$ cat src/rtl/dts_pkg.sv
`timescale 1ns/1ps
package dts_pkg;
  typedef enum logic [2:0] {
    PH_IDLE   = 3'd0,
    PH_SHIFT  = 3'd1,
    PH_GAP    = 3'd2,
    PH_LAUNCH = 3'd3,
    PH_ACT    = 3'd4,
    PH_CAPT   = 3'd5
  } phase_e;

  typedef enum logic [2:0] {
    ST_IDLE, ST_LOAD, ST_GAP, ST_LAUNCH, ST_ACT, ST_CAPT, ST_UNLOAD
  } state_e;

  // Clamp a requested chain length into 1..n
  function automatic int unsigned eff_len(input int unsigned req, input int unsigned n);
    if (req == 0) return 1;
    if (req > n) return n;
    return req;
  endfunction

  // Activation count of zero behaves as one
  function automatic int unsigned eff_act(input int unsigned req);
    return (req == 0) ? 1 : req;
  endfunction

  function automatic phase_e phase_of(input state_e s);
    case (s)
      ST_LOAD, ST_UNLOAD: return PH_SHIFT;
      ST_GAP:             return PH_GAP;
      ST_LAUNCH:          return PH_LAUNCH;
      ST_ACT:             return PH_ACT;
      ST_CAPT:            return PH_CAPT;
      default:            return PH_IDLE;
    endcase
  endfunction
endpackage

$ cat src/rtl/dts_ctrl.sv
`timescale 1ns/1ps
module dts_ctrl
  import dts_pkg::*;
#(
  parameter int CHAIN_N = 8,
  parameter int LEN_W   = 4,
  parameter int IDLE_W  = 4,
  parameter int ACT_W   = 4
) (
  input  logic              clk,
  input  logic              rst_n,
  input  logic              start_i,
  input  logic              los_mode_i,
  input  logic [LEN_W-1:0]  chain_len_i,
  input  logic [IDLE_W-1:0] idle_cnt_i,
  input  logic [ACT_W-1:0]  act_cnt_i,
  output state_e            state_o,
  output logic [LEN_W-1:0]  len_o,
  output logic              scan_en_o,
  output logic              clk_en_o,
  output logic              done_o
);
  localparam int W1    = (LEN_W > IDLE_W) ? LEN_W : IDLE_W;
  localparam int CNT_W = (W1 > ACT_W) ? W1 : ACT_W;

  state_e            state;
  logic [CNT_W-1:0]  cnt;
  logic              los_q;
  logic [LEN_W-1:0]  len_q;
  logic [IDLE_W-1:0] idle_q;
  logic [ACT_W-1:0]  act_q;
  logic              done_q;
  logic              cnt_zero;

  assign cnt_zero = (cnt == '0);

  always_ff @(posedge clk or negedge rst_n) begin
    if (!rst_n) begin
      state  <= ST_IDLE;
      cnt    <= '0;
      los_q  <= 1'b0;
      len_q  <= LEN_W'(1);
      idle_q <= '0;
      act_q  <= ACT_W'(1);
      done_q <= 1'b0;
    end else begin
      done_q <= 1'b0;
      case (state)
        ST_IDLE: if (start_i) begin
          los_q  <= los_mode_i;
          len_q  <= LEN_W'(eff_len(32'(chain_len_i), CHAIN_N));
          idle_q <= idle_cnt_i;
          act_q  <= ACT_W'(eff_act(32'(act_cnt_i)));
          cnt    <= CNT_W'(eff_len(32'(chain_len_i), CHAIN_N) - 1);
          state  <= ST_LOAD;
        end
        ST_LOAD: if (cnt_zero) begin
          if (los_q || idle_q == '0) state <= ST_LAUNCH;
          else begin
            state <= ST_GAP;
            cnt   <= CNT_W'(idle_q) - CNT_W'(1);
          end
        end else cnt <= cnt - CNT_W'(1);
        ST_GAP: if (cnt_zero) state <= ST_LAUNCH;
                else cnt <= cnt - CNT_W'(1);
        ST_LAUNCH: if (act_q == ACT_W'(1)) state <= ST_CAPT;
          else begin
            state <= ST_ACT;
            cnt   <= CNT_W'(act_q) - CNT_W'(2);
          end
        ST_ACT: if (cnt_zero) state <= ST_CAPT;
                else cnt <= cnt - CNT_W'(1);
        ST_CAPT: begin
          state <= ST_UNLOAD;
          cnt   <= CNT_W'(len_q) - CNT_W'(1);
        end
        ST_UNLOAD: if (cnt_zero) begin
          state  <= ST_IDLE;
          done_q <= 1'b1;
        end else cnt <= cnt - CNT_W'(1);
        default: state <= ST_IDLE;
      endcase
    end
  end

  always_comb begin
    scan_en_o = (state == ST_LOAD) || (state == ST_UNLOAD) ||
                ((state == ST_LAUNCH) && los_q);
    clk_en_o  = (state != ST_IDLE) && (state != ST_GAP);
  end

  assign state_o = state;
  assign len_o   = len_q;
  assign done_o  = done_q;
endmodule

$ cat src/rtl/dts_chain.sv
`timescale 1ns/1ps
module dts_chain #(
  parameter int CHAIN_N = 8
) (
  input  logic               clk,
  input  logic               rst_n,
  input  logic               clk_en_i,
  input  logic               scan_en_i,
  input  logic               scan_in_i,
  input  logic [CHAIN_N-1:0] func_d_i,
  output logic [CHAIN_N-1:0] q_o
);
  logic [CHAIN_N-1:0] shift_src;

  assign shift_src[0] = scan_in_i;

  for (genvar k = 0; k < CHAIN_N; k++) begin : g_cell
    if (k > 0) begin : g_link
      assign shift_src[k] = q_o[k-1];
    end
    always_ff @(posedge clk or negedge rst_n) begin
      if (!rst_n)        q_o[k] <= 1'b0;
      else if (clk_en_i) q_o[k] <= scan_en_i ? shift_src[k] : func_d_i[k];
    end
  end
endmodule

$ cat src/rtl/dts_tap.sv
`timescale 1ns/1ps
module dts_tap #(
  parameter int CHAIN_N = 8,
  parameter int LEN_W   = 4
) (
  input  logic [CHAIN_N-1:0] q_i,
  input  logic [LEN_W-1:0]   len_i,
  output logic               so_o
);
  localparam int IDX_W = (CHAIN_N > 1) ? $clog2(CHAIN_N) : 1;
  logic [IDX_W-1:0] idx;
  assign idx  = IDX_W'(len_i - LEN_W'(1));
  assign so_o = q_i[idx];
endmodule

$ cat src/rtl/delay_test_seq.sv
`timescale 1ns/1ps
module delay_test_seq
  import dts_pkg::*;
#(
  parameter int CHAIN_N = 8,
  parameter int LEN_W   = $clog2(CHAIN_N + 1),
  parameter int IDLE_W  = 4,
  parameter int ACT_W   = 4
) (
  input  logic               clk,
  input  logic               rst_n,
  input  logic               start_i,
  input  logic               los_mode_i,
  input  logic [LEN_W-1:0]   chain_len_i,
  input  logic [IDLE_W-1:0]  idle_cnt_i,
  input  logic [ACT_W-1:0]   act_cnt_i,
  input  logic               scan_in_i,
  input  logic [CHAIN_N-1:0] func_d_i,
  output logic [CHAIN_N-1:0] chain_q_o,
  output logic               scan_en_o,
  output logic               clk_en_o,
  output logic [2:0]         phase_o,
  output logic               scan_out_o,
  output logic               done_o
);
  state_e           state;
  logic [LEN_W-1:0] len_q;
  logic             se, ce;

  dts_ctrl #(.CHAIN_N(CHAIN_N), .LEN_W(LEN_W), .IDLE_W(IDLE_W), .ACT_W(ACT_W)) i_ctrl (
    .clk(clk), .rst_n(rst_n), .start_i(start_i), .los_mode_i(los_mode_i),
    .chain_len_i(chain_len_i), .idle_cnt_i(idle_cnt_i), .act_cnt_i(act_cnt_i),
    .state_o(state), .len_o(len_q), .scan_en_o(se), .clk_en_o(ce), .done_o(done_o)
  );

  dts_chain #(.CHAIN_N(CHAIN_N)) i_chain (
    .clk(clk), .rst_n(rst_n), .clk_en_i(ce), .scan_en_i(se),
    .scan_in_i(scan_in_i), .func_d_i(func_d_i), .q_o(chain_q_o)
  );

  dts_tap #(.CHAIN_N(CHAIN_N), .LEN_W(LEN_W)) i_tap (
    .q_i(chain_q_o), .len_i(len_q), .so_o(scan_out_o)
  );

  assign scan_en_o = se;
  assign clk_en_o  = ce;
  assign phase_o   = 3'(phase_of(state));
endmodule

$ cat config.mk
export PLATFORM = sky130hd
export DESIGN_NAME = delay_test_seq
export DESIGN_NICKNAME = d
export VERILOG_FILES = /design/src/rtl/dts_pkg.sv /design/src/rtl/dts_ctrl.sv /design/src/rtl/dts_chain.sv /design/src/rtl/dts_tap.sv /design/src/rtl/delay_test_seq.sv
export SDC_FILE = /design/constraint.sdc
export NUM_CORES = 1
export LEC_CHECK = 0
export BUFFER_PORTS_ARGS = -buffer_cell sky130_fd_sc_hd__buf_4
export CAP_MARGIN = 20
export CORE_MARGIN = 5
export CORE_UTILIZATION = 50
export CTS_CLUSTER_SIZE = 25
export DETAILED_ROUTE_END_ITERATION = 10
export HOLD_SLACK_MARGIN = 0.02
export PLACE_DENSITY = 0.74
export SLEW_MARGIN = 20
export SYNTH_ARGS = -nofsm -noshare
export SYNTH_HDL_FRONTEND = slang
export SYNTH_SLANG_ARGS = --single-unit
$ cat constraint.sdc
create_clock -name clk -period 2 [get_ports clk]
set_input_delay 0.1 -clock clk [delete_from_list [all_inputs] [get_ports clk]]
set_output_delay 0.1 -clock clk [all_outputs]
set_load 0.005 [all_outputs]
* Yosys cells after proc, flatten, opt, wreduce, memory -nomap -nowiden *
Index checks and enable logic that the tools add are counted.

storage, ports and cells
  flip-flop bits (word level) = 29
  logic and storage cells = 96
  memories kept = 0
  ROM bits = 0
  output and inout bits = 15
  bits in writable memories = 0
  latch bits = 0

operators by class
  $add $sub $neg = 5
  equality and inequality tests = 16
  reduce and logical (&&, ||, !) cells = 17
  div/mod/pow operators = 0
  mux-type cells = 41
  bitwise gates (word level) = 0
  $lt $le $gt $ge = 2
  $mul = 0
  shift-type cells = 0

operators by type and width
  cell                   number
  $mux W4                11
  $mux W1                21
  $pmux W3 S7            1
  $pmux W4 S5            1
  $logic_not A4 Y1       4
  $sub A4 B1 Y4 const B  4
  $mux W3                5
  $pmux W3 S5            1
  $reduce_and A5 Y1      2
  $eq A3 B3 Y1 const B   3
  $ne A2 B1 Y1 const B   4
  $eq A3 B2 Y1 const B   2
  $ne A2 B2 Y1 const B   3
  $reduce_bool A5 Y1     1
  $eq A4 B1 Y1 const B   1
  $gt A4 B4 Y1 const B   1
  $lt A3 B4 Y1 const B   1
  $sub A4 B2 Y4 const B  1
  $bmux W1 S3            1
  $eq A3 B1 Y1 const B   1
  $logic_not A3 Y1       1
  $logic_or A1 B1 Y1     3
  $ne A3 B2 Y1 const B   1
  $ne A3 B3 Y1 const B   1
  5 further kinds        6

* Longest topological paths before layout *
  word-level depth = 14
  depth in mapped cells = 7
  mapped depth without buffers = 7

* By module *
Synthesis repeated with hierarchy kept, for this count alone.

unflattened totals
  cell total of the unflattened synthesis = 195
  area, all modules = 1914.3 um2

modules (own cells, without submodules)
  module          sequential area each (um2)  cells each  instances  area each (um2)
  dts_ctrl        528.0                       149         1          1408.9
  dts_chain       200.2                       35          1          382.9
  dts_tap         0.0                         7           1          92.6
  delay_test_seq  0.0                         4           1          30.0

* Worst setup path before layout *
No wires, ideal clock.

  path kind = register to register
  start = register i_ctrl.cnt[0]
  end = register i_ctrl.cnt[3]
  path slack = 0.174 ns
  stages on the path, launching flop included = 7
  clock period less this slack = 1.826 ns
  arrival time = 1.705 ns
  cells stage by stage = dfrtp_1 -> inv_1 -> ha_1 -> nor3b_4 -> nor3_2 -> or4b_1 -> a22o_1

on the way
  word-level cells in the longest chain between the ends = 3
  elaborated cells between the ends (all ways) = 8
  those cells by class = 1 x add/sub; 2 x eq/ne; 3 x mux; 2 x reduce/logical

ends and longest elaborated chain
  what                                                      RTL line                                        text
  start, declared                                           dts_ctrl.sv:27                                  logic [CNT_W-1:0] cnt;
  start signal, assigned                                    dts_ctrl.sv:54                                  cnt <= CNT_W'(eff_len(32'(chain_len_i), CHAIN_N) - 1);
  start signal, assigned                                    dts_ctrl.sv:61                                  cnt <= CNT_W'(idle_q) - CNT_W'(1);
  start signal, assigned                                    dts_ctrl.sv:63                                  end else cnt <= cnt - CNT_W'(1);
  $sub A4 B1 Y4 / $logic_not A4 Y1 (equally long branches)  --
  $mux W4 (tied with other cells)                           dts_ctrl.sv:64, dts_ctrl.sv:71, dts_ctrl.sv:77
  $pmux W4 S5 / $reduce_and A5 Y1 (equally long branches)   --

Parallel ways exist; a longest one is shown, timed or not. The select of a mux whose other input is x is not followed.
A chain may end at the register's enable or synchronous reset.

* Final worst setup path *
  start = register i_ctrl.len_q[0], in the netlist i_ctrl.len_o[0]
  end = output port scan_out_o

on the way
  word-level cells in the longest chain between the ends = 3

ends and longest elaborated chain
  what                           RTL line              text
  start, declared                dts_ctrl.sv:29        logic [LEN_W-1:0] len_q;
  start signal, assigned         dts_ctrl.sv:51        len_q <= LEN_W'(eff_len(32'(chain_len_i), CHAIN_N));
  $sub A4 B1 Y4                  --
  $bmux W1 S3                    dts_tap.sv:13         assign so_o = q_i[idx];
  $mux W1 (not written as such)  dts_tap.sv:13
  end, declared                  delay_test_seq.sv:23  output logic scan_out_o,

Every way passes these cells. The select of a mux whose other input is x is not followed.

==> results_dict.tcl <==
set metrics [dict create \
    gr-usage-met1 0.261 \
    max_cap_viol_count 0 \
    finalCriticalPeriod_ns 1.93 \
    multi_input_area_sq_um 1130 \
    setup-tns-final_ns 0 \
    portBuffers 39 \
    final_net_count 308 \
    tritoncts "built" \
    ctsLongestPathBuffers 2 \
    crit_required_ns 1.90 \
    clock_latency_ns 0.28 \
    antenna_cells 0 \
    p_leak_nw 1.18 \
    grt_pass1_wl_um 7850 \
    die_w_um 72.4 \
    slew_violations 0 \
    die_area_sq_um 5240 \
    avgSynthCellArea_sq_um 8.88 \
    postRouteAntennaNets 0 \
    met3_usage 0.0429 \
    final_util 0.679 \
    critPathLaunchType "flop" \
    die_h_um 72.4 \
    crit_type "flop to output pin" \
    place_inst 305 \
    vias_per_cell 5.31 \
    grt_max_degree 30 \
    synthArstFlopShare 1.00 \
    end_kind "output pin" \
    area.growth.synth_to_final_pct 29.9 \
    fin_crit_sh 0.963 \
    ioPinCount 40 \
    reg2reg_depth 3 \
    clkTransAtPathRegs_ns 0.06 \
    syn_area_sq_um 1940 \
    cellPowerDensity_nw_per_um2 1530 \
    overflow 0 \
    wire_per_inst_um 14.0 \
    start_util 0.523 \
    nFillCells 320 \
    setup_viol 0 \
    routabilityCongestion 0.811 \
    synth_nets 255 \
    globalRouteMet2Util 0.297 \
    grt_usage 0.191 \
    routed_wl_um 4510 \
    hold_depth 3 \
    p_switching_mw 1.52 \
    drc 0 \
    yosysUniqueCellTypes 53 \
    max_freq_mhz 519 \
    ir_worst_vdd_uv 790 \
    grt-busiest-layer "met2" \
    grt_pass1_vias 1724 \
    ys.flop_type "dfrtp_1" \
    yosysTopAreaCellShare 0.347 \
    seq_power_share 0.301 \
    dr.first_iter.drc_count 147 \
    internal_power_mw 2.34 \
    yosysSeqAreaShare 0.375 \
    critPathMaxFanout 3 \
    register_area_sq_um 728 \
    synth_top_area_cell "dfrtp_1" \
    synth.yosys.warnings 0 \
    worst_pin_slew_ns 0.752 \
    hp-class "primary input to flop" \
    drtPass1Iterations 4 \
    coreArea_sq_um 3720 \
    synthTopCellsByArea "dfrtp_1 (35%), ha_1 (7.1%), nand2_1 (6.2%)" \
    p_clk_frac 0.150 \
    ys_ff_latch 29 \
    switching_share 0.394 \
    skew_ns 0.00915 \
    synth_cells 219 \
    grt_antenna_before_repair 0 \
    synth_edf_count 0 \
    cts-root-buf "clkbuf_8" \
    std_cell_rows 22 \
    clkSinkCount 29 \
    hold_viol 0 \
    cts_made_buffers 5 \
    hpwl_um 3400 \
    fin_cells 321 \
    outcome "finished clean" \
    htreeDepth 2 \
    arrival_ns 1.83 \
    combPwrFrac 0.548 \
    drive_gt1_frac 0.278 \
    slew_headroom 0.492 \
    via_count 1706 \
]
layer usage:
| layer | routed length [um] | vias up |
|---|---|---|
| met5 | 0 | - |
| met2 | 2110 | 37 |
| met3 | 254 | 7 |
| li1 | - | 872 |
| met4 | 55 | 0 |
| met1 | 2090 | 790 |
worst max-delay path, cell delays in order, from the launching register on:
cell     delay, ns
dfstp_2       0.54
inv_2         0.05
ha_4          0.27
mux4_2        0.27
mux2_2        0.28
buf_4         0.13
flip-flops by register name, summed over array words and instances (netlist names):
name            count
i_chain.q_o         8
i_ctrl.act_q        4
i_ctrl.cnt          4
i_ctrl.done_o       1
i_ctrl.idle_q       4
i_ctrl.len_o        4
i_ctrl.los_q        1
i_ctrl.state_o      3
repair_timing:
item / in CTS / in global routing
hold buffers: 7 / 0
hold endpoints to repair: 33 / 0
resized for setup: 0 / 6
setup endpoints to repair: 1 / 4
pin swaps: 0 / 1
setup buffers: 1 / 0
path summary, 6_finish.rpt:
path / endpoint / slack, ns / from
setup reg to reg: i_ctrl.cnt[1] / 0.13 / i_ctrl.state_o[0]
hold / removal: i_ctrl.act_q[2] / 0.03 / act_cnt_i[2]
min in group asynchronous: i_ctrl.act_q[2] / 0.28 / rst_n
setup / recovery: scan_out_o / 0.07 / i_ctrl.len_o[0]
hold reg to reg: i_ctrl.act_q[0] / 0.47 / i_ctrl.act_q[0]
max in group asynchronous: i_ctrl.act_q[0] / 1.40 / rst_n
synthesized netlist by cell type (2+ instances only):
| master | count |
|---|---|
| nand2_1 | 32 |
| dfrtp_1 | 27 |
| a21oi_1 | 16 |
| o21ai_0 | 16 |
| nor2_1 | 15 |
| ha_1 | 11 |
| inv_1 | 11 |
| mux2i_1 | 9 |
| nor3_1 | 8 |
| buf_2 | 6 |
| nand2b_1 | 6 |
| xnor2_1 | 4 |
| clkbuf_1 | 3 |
| o22ai_1 | 3 |
| o31ai_1 | 3 |
| xor2_1 | 3 |
| a211oi_1 | 2 |
| a22o_1 | 2 |
| buf_6 | 2 |
| dfstp_2 | 2 |
| mux2_2 | 2 |
| mux4_2 | 2 |
| nand3_1 | 2 |
| nor2b_1 | 2 |
| o21bai_1 | 2 |
metrics by stage:
step	setup slack, ns	instance area (sq um)	hold slack, ns	total power, mW
CTS	0.00944	2500	0.0245	3.82
detailed placement	0.0925	2310	0.0456	3.20
floorplan	0.174	1940	-0.196	2.53
global placement	0.132	2310	0.0462	3.15
global route	-0.00436	2520	0.0446	4.22
finish	0.0745	2520	0.0282	3.85
cell families after synthesis:
logic type	count (synthesis)	share of synthesized area
fa+ha+maj	11	0.0708
xor+xnor	7	0.0315
simple gates	78	0.202
mux	13	0.0811
flops	29	0.375
buf+inv	24	0.0579
compound gates	57	0.182
area by class of cell:
| class | instances | area share |
|---|---|---|
| clock buffer | 6 | 0.0287 |
| clock inverter | 2 | 0.0139 |
| inverter | 12 | 0.0178 |
| multi-input combinational | 166 | 0.446 |
| sequential | 29 | 0.288 |
| tap | 48 | 0.0238 |
| timing repair buffer | 58 | 0.181 |
layout by cell type (no fill, tap or decap), types with 2 or more instances in the layout:
master / count
a21oi_1: 15
a22o_1: 2
buf_4: 50
clkbuf_8: 5
dfrtp_1: 27
dfstp_2: 2
dlygate4sd3_1: 7
ha_1: 10
inv_1: 10
inv_2: 2
mux2_2: 2
mux2i_1: 9
mux4_2: 2
nand2_1: 32
nand2b_1: 5
nand3_1: 2
nor2_1: 15
nor2b_1: 2
nor3_1: 8
o21ai_0: 16
o21bai_1: 2
o22ai_1: 3
o31ai_1: 3
xnor2_1: 4
xor2_1: 3
power by group through the flow:
stage,Clock [mW],Sequential [mW],Combinational (mW)
2_1_floorplan,0,1.06,1.48
3_3_place_gp,0,1.17,1.98
3_5_place_dp,0,1.18,2.02
4_1_cts,0.588,1.16,2.07
5_1_grt,0.613,1.22,2.39
6_report,0.579,1.16,2.11
Note: power is estimated with default switching activity, not from simulation.
